File: src/rtl/uart_rx_pkg.sv
package uart_rx_pkg;

    // Ticks per bit period and the phase at which a bit is sampled.
    localparam int OVS     = 4;
    localparam int PH_W    = $clog2(OVS);
    localparam int SAMP_AT = OVS / 2 - 1;

    typedef enum logic [2:0] {
        ST_IDLE,
        ST_START,
        ST_DATA,
        ST_PAR,
        ST_STOP
    } rx_state_e;

endpackage

File: src/rtl/rx_line_sync.sv
module rx_line_sync (
    input  logic clk_i,
    input  logic rst_ni,
    input  logic tick_i,
    input  logic line_i,
    output logic line_o,
    output logic fall_o,
    output logic toggle_o
);

    typedef struct packed {
        logic meta;
        logic sync;
        logic prev;
    } sync_t;

    sync_t sync_d, sync_q;

    always_comb begin
        sync_d      = sync_q;
        sync_d.meta = line_i;
        sync_d.sync = sync_q.meta;
        if (tick_i) begin
            sync_d.prev = sync_q.sync;
        end
    end

    always_ff @(posedge clk_i or negedge rst_ni) begin
        if (!rst_ni) begin
            sync_q <= '{meta: 1'b1, sync: 1'b1, prev: 1'b1};
        end else begin
            sync_q <= sync_d;
        end
    end

    // Line value as of this tick, compared with the value at the previous tick.
    assign line_o   = sync_q.sync;
    assign toggle_o = tick_i & (sync_q.sync ^ sync_q.prev);
    assign fall_o   = tick_i & sync_q.prev & ~sync_q.sync;

endmodule

File: src/rtl/rx_phase_track.sv
module rx_phase_track
    import uart_rx_pkg::*;
(
    input  logic clk_i,
    input  logic rst_ni,
    input  logic tick_i,
    input  logic start_i,
    input  logic busy_i,
    input  logic toggle_i,
    output logic samp_o,
    output logic adv_o
);

    localparam logic [PH_W-1:0] SAMP_PH = PH_W'(SAMP_AT);
    localparam logic [PH_W-1:0] LAST_PH = PH_W'(OVS - 1);

    typedef struct packed {
        logic [PH_W-1:0] phase;
    } ph_t;

    ph_t ph_d, ph_q;

    always_comb begin
        ph_d   = ph_q;
        adv_o  = 1'b0;
        samp_o = 1'b0;
        if (tick_i) begin
            if (start_i) begin
                ph_d.phase = '0;
            end else if (busy_i) begin
                if (toggle_i && (ph_q.phase != SAMP_PH)) begin
                    // Re-centre: this tick becomes the first phase of a bit.
                    // An edge after the sample opens the next bit; an edge
                    // before it means the boundary was already counted.
                    ph_d.phase = '0;
                    adv_o      = (ph_q.phase > SAMP_PH);
                end else begin
                    ph_d.phase = (ph_q.phase == LAST_PH) ? '0 : ph_q.phase + 1'b1;
                    adv_o      = (ph_q.phase == LAST_PH);
                end
                samp_o = (ph_d.phase == SAMP_PH);
            end
        end
    end

    always_ff @(posedge clk_i or negedge rst_ni) begin
        if (!rst_ni) begin
            ph_q <= '0;
        end else begin
            ph_q <= ph_d;
        end
    end

    // Checker state: ticks since the last sample within the current frame.
    logic [3:0] gap_q;
    logic       seen_q;

    always_ff @(posedge clk_i or negedge rst_ni) begin
        if (!rst_ni) begin
            gap_q  <= '0;
            seen_q <= 1'b0;
        end else if (tick_i && start_i) begin
            gap_q  <= '0;
            seen_q <= 1'b0;
        end else if (tick_i && busy_i) begin
            if (samp_o) begin
                gap_q  <= '0;
                seen_q <= 1'b1;
            end else if (gap_q != 4'hF) begin
                gap_q <= gap_q + 1'b1;
            end
        end
    end

    a_r7_sample_spacing: assert property (@(posedge clk_i) disable iff (!rst_ni)
        (samp_o && seen_q) |-> ((gap_q >= 4'(OVS - 2)) && (gap_q <= 4'(OVS))));

endmodule

File: src/rtl/rx_frame_ctl.sv
module rx_frame_ctl
    import uart_rx_pkg::*;
#(
    parameter int MAX_BITS = 8,
    parameter int NB_W     = $clog2(MAX_BITS + 1)
) (
    input  logic                clk_i,
    input  logic                rst_ni,
    input  logic                fall_i,
    input  logic                line_i,
    input  logic                samp_i,
    input  logic                adv_i,
    input  logic [NB_W-1:0]     cfg_nbits_i,
    input  logic                cfg_par_en_i,
    input  logic                cfg_par_odd_i,
    input  logic                cfg_stop_chk_i,
    output logic                start_o,
    output logic                busy_o,
    output logic                valid_o,
    output logic [MAX_BITS-1:0] data_o,
    output logic                perr_o,
    output logic                ferr_o
);

    localparam int IDX_W = (MAX_BITS > 1) ? $clog2(MAX_BITS) : 1;

    typedef struct packed {
        rx_state_e           state;
        logic [IDX_W-1:0]    idx;
        logic [IDX_W-1:0]    nlast;
        logic                par_en;
        logic                par_odd;
        logic                stop_chk;
        logic [MAX_BITS-1:0] shreg;
        logic                pacc;
        logic                perr_acc;
        logic                valid;
        logic [MAX_BITS-1:0] data;
        logic                perr;
        logic                ferr;
    } fr_t;

    fr_t             fr_d, fr_q;
    logic [NB_W-1:0] n_eff;

    always_comb begin
        if (cfg_nbits_i == '0) begin
            n_eff = NB_W'(1);
        end else if (cfg_nbits_i > NB_W'(MAX_BITS)) begin
            n_eff = NB_W'(MAX_BITS);
        end else begin
            n_eff = cfg_nbits_i;
        end
    end

    always_comb begin
        fr_d       = fr_q;
        fr_d.valid = 1'b0;
        start_o    = 1'b0;
        unique case (fr_q.state)
            ST_IDLE: begin
                if (fall_i) begin
                    start_o       = 1'b1;
                    fr_d.state    = ST_START;
                    fr_d.idx      = '0;
                    fr_d.nlast    = IDX_W'(n_eff - 1'b1);
                    fr_d.par_en   = cfg_par_en_i;
                    fr_d.par_odd  = cfg_par_odd_i;
                    fr_d.stop_chk = cfg_stop_chk_i;
                    fr_d.shreg    = '0;
                    fr_d.pacc     = 1'b0;
                    fr_d.perr_acc = 1'b0;
                end
            end
            ST_START: begin
                if (samp_i && line_i) begin
                    fr_d.state = ST_IDLE;
                end else if (adv_i) begin
                    fr_d.state = ST_DATA;
                    fr_d.idx   = '0;
                end
            end
            ST_DATA: begin
                if (samp_i) begin
                    fr_d.shreg[fr_q.idx] = line_i;
                    fr_d.pacc            = fr_q.pacc ^ line_i;
                end else if (adv_i) begin
                    if (fr_q.idx == fr_q.nlast) begin
                        fr_d.state = fr_q.par_en ? ST_PAR : ST_STOP;
                    end else begin
                        fr_d.idx = fr_q.idx + 1'b1;
                    end
                end
            end
            ST_PAR: begin
                if (samp_i) begin
                    fr_d.perr_acc = line_i ^ fr_q.pacc ^ fr_q.par_odd;
                end else if (adv_i) begin
                    fr_d.state = ST_STOP;
                end
            end
            ST_STOP: begin
                if (samp_i) begin
                    fr_d.state = ST_IDLE;
                    fr_d.valid = 1'b1;
                    fr_d.data  = fr_q.shreg;
                    fr_d.perr  = fr_q.perr_acc;
                    fr_d.ferr  = fr_q.stop_chk & ~line_i;
                end
            end
            default: fr_d.state = ST_IDLE;
        endcase
    end

    always_ff @(posedge clk_i or negedge rst_ni) begin
        if (!rst_ni) begin
            fr_q       <= '0;
            fr_q.state <= ST_IDLE;
        end else begin
            fr_q <= fr_d;
        end
    end

    assign busy_o  = (fr_q.state != ST_IDLE);
    assign valid_o = fr_q.valid;
    assign data_o  = fr_q.data;
    assign perr_o  = fr_q.perr;
    assign ferr_o  = fr_q.ferr;

    a_r6_single_pulse: assert property (@(posedge clk_i) disable iff (!rst_ni)
        fr_q.valid |=> !fr_q.valid);

    a_r6_hold_between: assert property (@(posedge clk_i) disable iff (!rst_ni)
        !fr_q.valid |-> ($stable(fr_q.data) && $stable(fr_q.perr) && $stable(fr_q.ferr)));

    a_r10_idle_at_strobe: assert property (@(posedge clk_i) disable iff (!rst_ni)
        fr_q.valid |-> (fr_q.state == ST_IDLE));

    a_r3_upper_clear: assert property (@(posedge clk_i) disable iff (!rst_ni)
        fr_q.valid |-> (((fr_q.data >> fr_q.nlast) >> 1) == '0));

    a_r4_no_perr_off: assert property (@(posedge clk_i) disable iff (!rst_ni)
        (fr_q.valid && !fr_q.par_en) |-> !fr_q.perr);

    a_r5_no_ferr_off: assert property (@(posedge clk_i) disable iff (!rst_ni)
        (fr_q.valid && !fr_q.stop_chk) |-> !fr_q.ferr);

    a_r9_cfg_held: assert property (@(posedge clk_i) disable iff (!rst_ni)
        (busy_o && (fr_q.state != ST_START)) |->
            ($stable(fr_q.nlast) && $stable(fr_q.par_en) && $stable(fr_q.par_odd)
             && $stable(fr_q.stop_chk)));

endmodule

File: src/rtl/uart_rx_track.sv
module uart_rx_track
    import uart_rx_pkg::*;
#(
    parameter int MAX_BITS = 8,
    parameter int NB_W     = $clog2(MAX_BITS + 1)
) (
    input  logic                clk_i,
    input  logic                rst_ni,
    input  logic                tick_i,
    input  logic                rx_i,
    input  logic [NB_W-1:0]     cfg_nbits_i,
    input  logic                cfg_par_en_i,
    input  logic                cfg_par_odd_i,
    input  logic                cfg_stop_chk_i,
    output logic                valid_o,
    output logic [MAX_BITS-1:0] data_o,
    output logic                par_err_o,
    output logic                frame_err_o
);

    logic line, fall, toggle;
    logic start, busy, samp, adv;

    rx_line_sync u_sync (
        .clk_i   (clk_i),
        .rst_ni  (rst_ni),
        .tick_i  (tick_i),
        .line_i  (rx_i),
        .line_o  (line),
        .fall_o  (fall),
        .toggle_o(toggle)
    );

    rx_phase_track u_phase (
        .clk_i   (clk_i),
        .rst_ni  (rst_ni),
        .tick_i  (tick_i),
        .start_i (start),
        .busy_i  (busy),
        .toggle_i(toggle),
        .samp_o  (samp),
        .adv_o   (adv)
    );

    rx_frame_ctl #(
        .MAX_BITS(MAX_BITS),
        .NB_W    (NB_W)
    ) u_frame (
        .clk_i         (clk_i),
        .rst_ni        (rst_ni),
        .fall_i        (fall),
        .line_i        (line),
        .samp_i        (samp),
        .adv_i         (adv),
        .cfg_nbits_i   (cfg_nbits_i),
        .cfg_par_en_i  (cfg_par_en_i),
        .cfg_par_odd_i (cfg_par_odd_i),
        .cfg_stop_chk_i(cfg_stop_chk_i),
        .start_o       (start),
        .busy_o        (busy),
        .valid_o       (valid_o),
        .data_o        (data_o),
        .perr_o        (par_err_o),
        .ferr_o        (frame_err_o)
    );

endmodule

File: config.mk
export PLATFORM = sky130hd
export DESIGN_NAME = uart_rx_track
export DESIGN_NICKNAME = d
export VERILOG_FILES = /design/src/rtl/uart_rx_pkg.sv /design/src/rtl/rx_line_sync.sv /design/src/rtl/rx_phase_track.sv /design/src/rtl/rx_frame_ctl.sv /design/src/rtl/uart_rx_track.sv
export SDC_FILE = /design/constraint.sdc
export NUM_CORES = 1
export LEC_CHECK = 0
export ABC_AREA = 1
export BUFFER_PORTS_ARGS = -buffer_cell sky130_fd_sc_hd__buf_2
export CAP_MARGIN = 40
export CORE_MARGIN = 1.5
export CORE_UTILIZATION = 53
export CTS_BUF_LIST = sky130_fd_sc_hd__clkbuf_8 sky130_fd_sc_hd__clkbuf_16
export DETAILED_ROUTE_END_ITERATION = 16
export GPL_ROUTABILITY_DRIVEN = 0
export PLACE_DENSITY = 0.73
export SLEW_MARGIN = 5
export SYNTH_ARGS = -nofsm -noshare
export SYNTH_HDL_FRONTEND = slang
export SYNTH_HIERARCHICAL = 1
export SYNTH_SLANG_ARGS = --single-unit
File: constraint.sdc
create_clock -name clk_i -period 2.5 [get_ports clk_i]
set_input_delay 0.25 -clock clk_i [delete_from_list [all_inputs] [get_ports clk_i]]
set_output_delay 0.25 -clock clk_i [all_outputs]
set_load 0.01 [all_outputs]
# --- Yosys cells after proc, flatten, opt, wreduce, memory -nomap -nowiden ---
# Cells that the tools add are included.
word_totals:
  register_bits: 38
  out_inout_bits: 11
classes:
  add_sub_neg: 3
  order_cmp: 4
  eq_ne: 21
  muxes: 41
  n_bitwise: 8
  n_reduce_logical: 17
ops:
  columns: ["op", "count"]
  rows:
  - ["$mux W3", 10]
  - ["$mux W11", 2]
  - ["$mux W22", 1]
  - ["$mux W6", 3]
  - ["$pmux W9 S2", 1]
  - ["$ne A2 B2 Y1 const B", 8]
  - ["$pmux W3 S5", 1]
  - ["$mux W2", 7]
  - ["$mux W1", 11]
  - ["$ne A2 B1 Y1 const B", 5]
  - ["$mux W9", 1]
  - ["$pmux W3 S3", 1]
  - ["$bwmux W8", 1]
  - ["$reduce_and A8 Y1", 1]
  - ["$reduce_and A7 Y1", 1]
  - ["$eq A3 B2 Y1 const B", 2]
  - ["$reduce_and A2 Y1", 3]
  - ["$reduce_and A3 Y1", 2]
  - ["$reduce_bool A2 Y1", 3]
  - ["$reduce_bool A3 Y1", 2]
  - ["$and A1 B1 Y1", 4]
  - ["$gt A4 B4 Y1 const B", 1]
  - ["$logic_not A4 Y1", 1]
  - ["$lt A3 B4 Y1 const B", 1]
  - ["17 further kinds", 21]

# --- Depth between registers and ports, before layout ---
depth:
  ltp_word: 14
  mapped_depth: 17
  depth_no_buf: 16

# --- Cells and area by module ---
# Netlist, hierarchy kept.
modules_own_cells:
  columns: ["module", "instances", "cells_per_inst", "area_each_um2", "seq_area_each_um2"]
  rows:
  - ["rx_frame_ctl", 1, 233, 1831.8, 825.8]
  - ["rx_phase_track", 1, 24, 166.4, 50.0]
  - ["rx_line_sync", 1, 11, 112.6, 78.8]

# --- Least setup slack after synthesis ---
# OpenSTA, ideal clock, no wires.
synth_timing:
  path_type: "register -> register"
  start: "reg u_sync.sync_q, in the netlist u_sync/line_o"
  end: "reg u_frame/fr_q[31] (netlist bit)"
  setup_ns: 0.117
  t_arrival_ns: 2.178
  required_ns: 2.383
  path_slack_ns: 0.205
  stages_incl_launch_ff: 17
  n_path_buf: 1
  synth_period_minus_slack_ns: 2.295
  path_cell_list: "dfstp_2 inv_1 nand3_1 inv_1 nand2_1 buf_2 inv_2 inv_1 nand4_1 nor2_1 nand2_1 nand2_1 nor2_1 nor2_1 nand3_1 nand2_1 nand2_1"
synth_rtl:
  columns: ["element", "line_no", "rtl"]
  rows:
  - ["from (decl)", "rx_line_sync.sv:17", "sync_t sync_d, sync_q;"]
  - ["from (signal assigned)", "rx_line_sync.sv:30", "sync_q <= '{meta: 1'b1, sync: 1'b1, prev: 1'b1};"]
  - ["from (signal assigned)", "rx_line_sync.sv:32", "sync_q <= sync_d;"]
  - ["$not A1 Y1 (*)", "rx_line_sync.sv:39", "assign fall_o = tick_i & sync_q.prev & ~sync_q.sync;"]
  - ["$and A1 B1 Y1 (*)", "rx_line_sync.sv:39", null]
  - ["net fall", "uart_rx_track.sv:21", "logic line, fall, toggle;"]
  - ["$mux W1 (*)", "rx_frame_ctl.sv:62", "if (fall_i) begin"]
  - ["$mux W1 (*)", "rx_frame_ctl.sv:60", "unique case (fr_q.state)"]
  - ["net start", "uart_rx_track.sv:22", "logic start, busy, samp, adv;"]
  - ["$mux W1 (*)", "rx_phase_track.sv:28", "if (start_i) begin"]
  - ["$mux W1 (*)", "rx_phase_track.sv:27", "if (tick_i) begin"]
  - ["net samp", "uart_rx_track.sv:22", null]
  - ["$logic_and A1 B1 Y1", "rx_frame_ctl.sv:76", "if (samp_i && line_i) begin"]
  - ["$ne A3 B2 Y1 (no source line) or $mux W3 (tied branches)", null, null]
  - ["$reduce_and A8 Y1 (no source line) or $pmux W3 S5 (tied branches)", null, null]
  - ["to (signal assigned)", "rx_frame_ctl.sv:120", "fr_q <= fr_d;"]
  - ["to (decl)", "rx_frame_ctl.sv:43", "fr_t fr_d, fr_q;"]
# The timed path passes the listed nets; every way through them passes the cells marked *. The select of a mux whose other input is x is not followed.
# A chain may end at the register's enable or synchronous reset.

# --- Worst setup path in the final report ---
# Same ends and word-level chain as after synthesis.

==> impl_metrics.tcl <==
set metrics [dict create \
    cp_slowest_cell "dfstp_2" \
    cp_data_required_time_ns 2.68 \
    yosysUniqueCellTypes 28 \
    via_count 1696 \
    io_pins 22 \
    top_usage_layer "met2" \
    clkTransAtPathRegs_ns 0.07 \
    r2r_start "u_sync/line_o$_DFF_PN1_" \
    layout.nets 302 \
    cts_root_buf "clkbuf_8" \
    grt_max_degree 39 \
    critPathLaunchType "flip-flop" \
    ys_ff_latch 38 \
    dp_hpwl_um 2780 \
    syn-num-nets 283 \
    crit_chain "inv_1 > nand3_1 > inv_1 > nand2_1 > inv_2 > inv_1 > nand4_1 > nor2_1 > nand2_1 > nand2_1 > nor2_1 > nor2_1 > nand3_1 > nand2_1 > nand2_1" \
    netlist_area_um2 2110 \
    viasPerCell 5.05 \
    die_area_um2 4370 \
    post-cts-setup-buffers 0 \
    drt_first_pass_iters 4 \
    worst_path_largest_cell_delay_ns 0.53 \
    netlist_instances 268 \
    clk_latency_ns 0.29 \
    yosys.area.top_type "dfrtp_1" \
    grt_pass1_vias 1465 \
    diodes 0 \
    routed_wl_um 3920 \
    antenna_found_initial 0 \
    avgSynthCellArea_um2 7.88 \
    drc 0 \
    worstPathMaxFanout 9 \
    path_common_cell "nand2_1" \
    grt_first_pass_wirelength_um 6700 \
    end_kind "flip-flop" \
    synth_top_area_share 0.415 \
    synth_seq_area_share 0.452 \
    die_h_um 66.1 \
    die_x_um 66.1 \
    worst-slew-pin-transition_ns 0.379 \
    finalSetupViolations 0 \
    design.core.area_um2 3740 \
    min_period_over_period 0.887 \
    ys_warn_count 6 \
    hold_viol 0 \
    fin_cells 336 \
    totalPowerFinal_w 0.00191 \
    cts_buffers 5 \
    holdCritPathClass "input pin to flip-flop" \
    ant_nets 0 \
    initial_core_util 0.564 \
    crit_type "flip-flop to flip-flop" \
    use_met2 0.321 \
    placed_cells 327 \
    clockBufferDepth 2 \
    htree_levels 2 \
    synthToLayoutAreaGrowth_pct 10.2 \
    crit_start "u_sync/line_o$_DFF_PN1_" \
    r2r_slack_ns 0.28 \
    clock.fmax_ghz 0.451 \
    finalMaxSlewViolations 0 \
    grt_overflow 0 \
    whs_ns 0.0553 \
    slew_headroom 0.747 \
    cellPowerDensity_nw_per_um2 823 \
    rsz0062_at_grt "no" \
    p_leak_nw 1.21 \
    hp-start "rx_i" \
    status "finished, final reports clean" \
    skew_ns 0.00306 \
    drt_iter0_drc 132 \
    detail_route.wl_per_cell_um 11.7 \
    track_usage 0.205 \
    fin_crit_ns 2.22 \
    rows 22 \
    yosys-top-cells-area "dfrtp_1, nand2_1, inv_1" \
    tns_ns 0 \
    clock_sinks 38 \
    use_met1 0.271 \
    cts_tree "built" \
    max_cap_violations 0 \
    drive_above_1_share 0.205 \
    port_buffers 21 \
    max-vdd-ir-drop_v 0.000445 \
    use_met3 0.0562 \
    cp.arrival_ns 2.40 \
]
[metal layers]
layer	part of all wire	vias to the layer above
met2	0.46	34
met3	0.038	2
met1	0.49	766
met5	0	-
li1	-	894
met4	0.0054	0
[sequential cells by signal, indices dropped and copies added (netlist names)]
signal	count
u_sync/sync_q	1
u_frame/perr_o	1
u_frame/data_o	8
u_sync/sync_d	1
u_phase/ph_q	2
u_frame/ferr_o	1
u_sync/line_o	1
u_frame/valid_o	1
u_frame/fr_q	22
[cell usage after synthesis (all sizes together)]
cell / n
nand3: 17
nand2: 90
dfstp: 3
a21oi: 3
nand3b: 2
xor2: 2
ha: 4
xnor2: 3
dfrtp: 35
nor3: 10
inv: 31
clkinv: 1
o21ai: 27
buf: 15
nand4: 8
nor2: 17
[path summary, 6_finish.rpt]
kind / end / cells past startpoint
max: u_frame/fr_q[31]$_DFFE_PN0P_ / 15
min: u_sync/sync_d[1]$_DFF_PN1_ / 1
max reg2reg: u_frame/fr_q[31]$_DFFE_PN0P_ / 15
min reg2reg: u_sync/line_o$_DFF_PN1_ / 0
max in group asynchronous: u_sync/line_o$_DFF_PN1_ / 3
min in group asynchronous: u_frame/fr_q[17]$_DFFE_PN0P_ / 3
[kinds of logic (layout without fill, tap and decap cells)]
| group | count (synthesis) | after routing | synth area share |
|---|---|---|---|
| and+or+nand+nor | 144 | 144 | 0.312 |
| buffers and inverters | 47 | 67 | 0.106 |
| DFF | 38 | 38 | 0.452 |
| AOI/OAI and AO/OA | 30 | 30 | 0.0854 |
| xor gates and xnor gates | 5 | 5 | 0.0208 |
| adders and majority gates | 4 | 4 | 0.0237 |
[critical path, delay by kind of cell, from the launching register on]
kind / cells / cell delay, ns
buf+inv: 4 / 0.24
flops: 1 / 0.53
simple gates: 11 / 1.33
[placed cells by master, fill, tap and decap left out, types with 4 or more instances in the layout]
cell type  Yosys  routed
nor3_1         9       9
clkbuf_8       0       6
o21ai_2        8       8
nand3_1       14      14
dfrtp_1       35      35
o21ai_1        6       6
ha_1           4       4
nand2_1       87      87
nand4_1        8       8
inv_1         29      30
nor2_2         4       4
o21ai_0       13      13
nor2_1        12      12
buf_4          8       4
buf_2          6      21
[per-stage QoR]
stage / setup slack, ns / cell area [um2] / util
after CTS: 0.308 / 2330 / 0.621
after global routing: 0.0935 / 2330 / 0.621
after global placement: 0.395 / 2200 / 0.589
after detailed placement: 0.321 / 2220 / 0.594
final: 0.282 / 2330 / 0.621
after floorplan: 0.205 / 2110 / -
[power by group]
part	total, W	switching (W)	internal [W]
registers	0.000821	0.000106	0.000715
logic	0.000666	0.000437	0.000229
clock network	0.000426	0.000208	0.000218
[area by class of cell]
| cell class | instances | area [um2] |
|---|---|---|
| inverters | 32 | 121 |
| clock inverters | 2 | 8.76 |
| fillers | 342 | 1420 |
| repair buffers | 27 | 165 |
| clock buffers | 6 | 82.6 |
| flip-flops and latches | 38 | 955 |
| well taps | 48 | 60.1 |
| multi-input cells | 183 | 933 |
[what timing repair did]
action,4_1_cts,5_1_grt
setup endpoints to repair,0,0
hold buffers,1,0
resized for setup,0,0
endpoints found under the hold margin,35,0
Note: power is estimated with default switching activity, not from simulation.
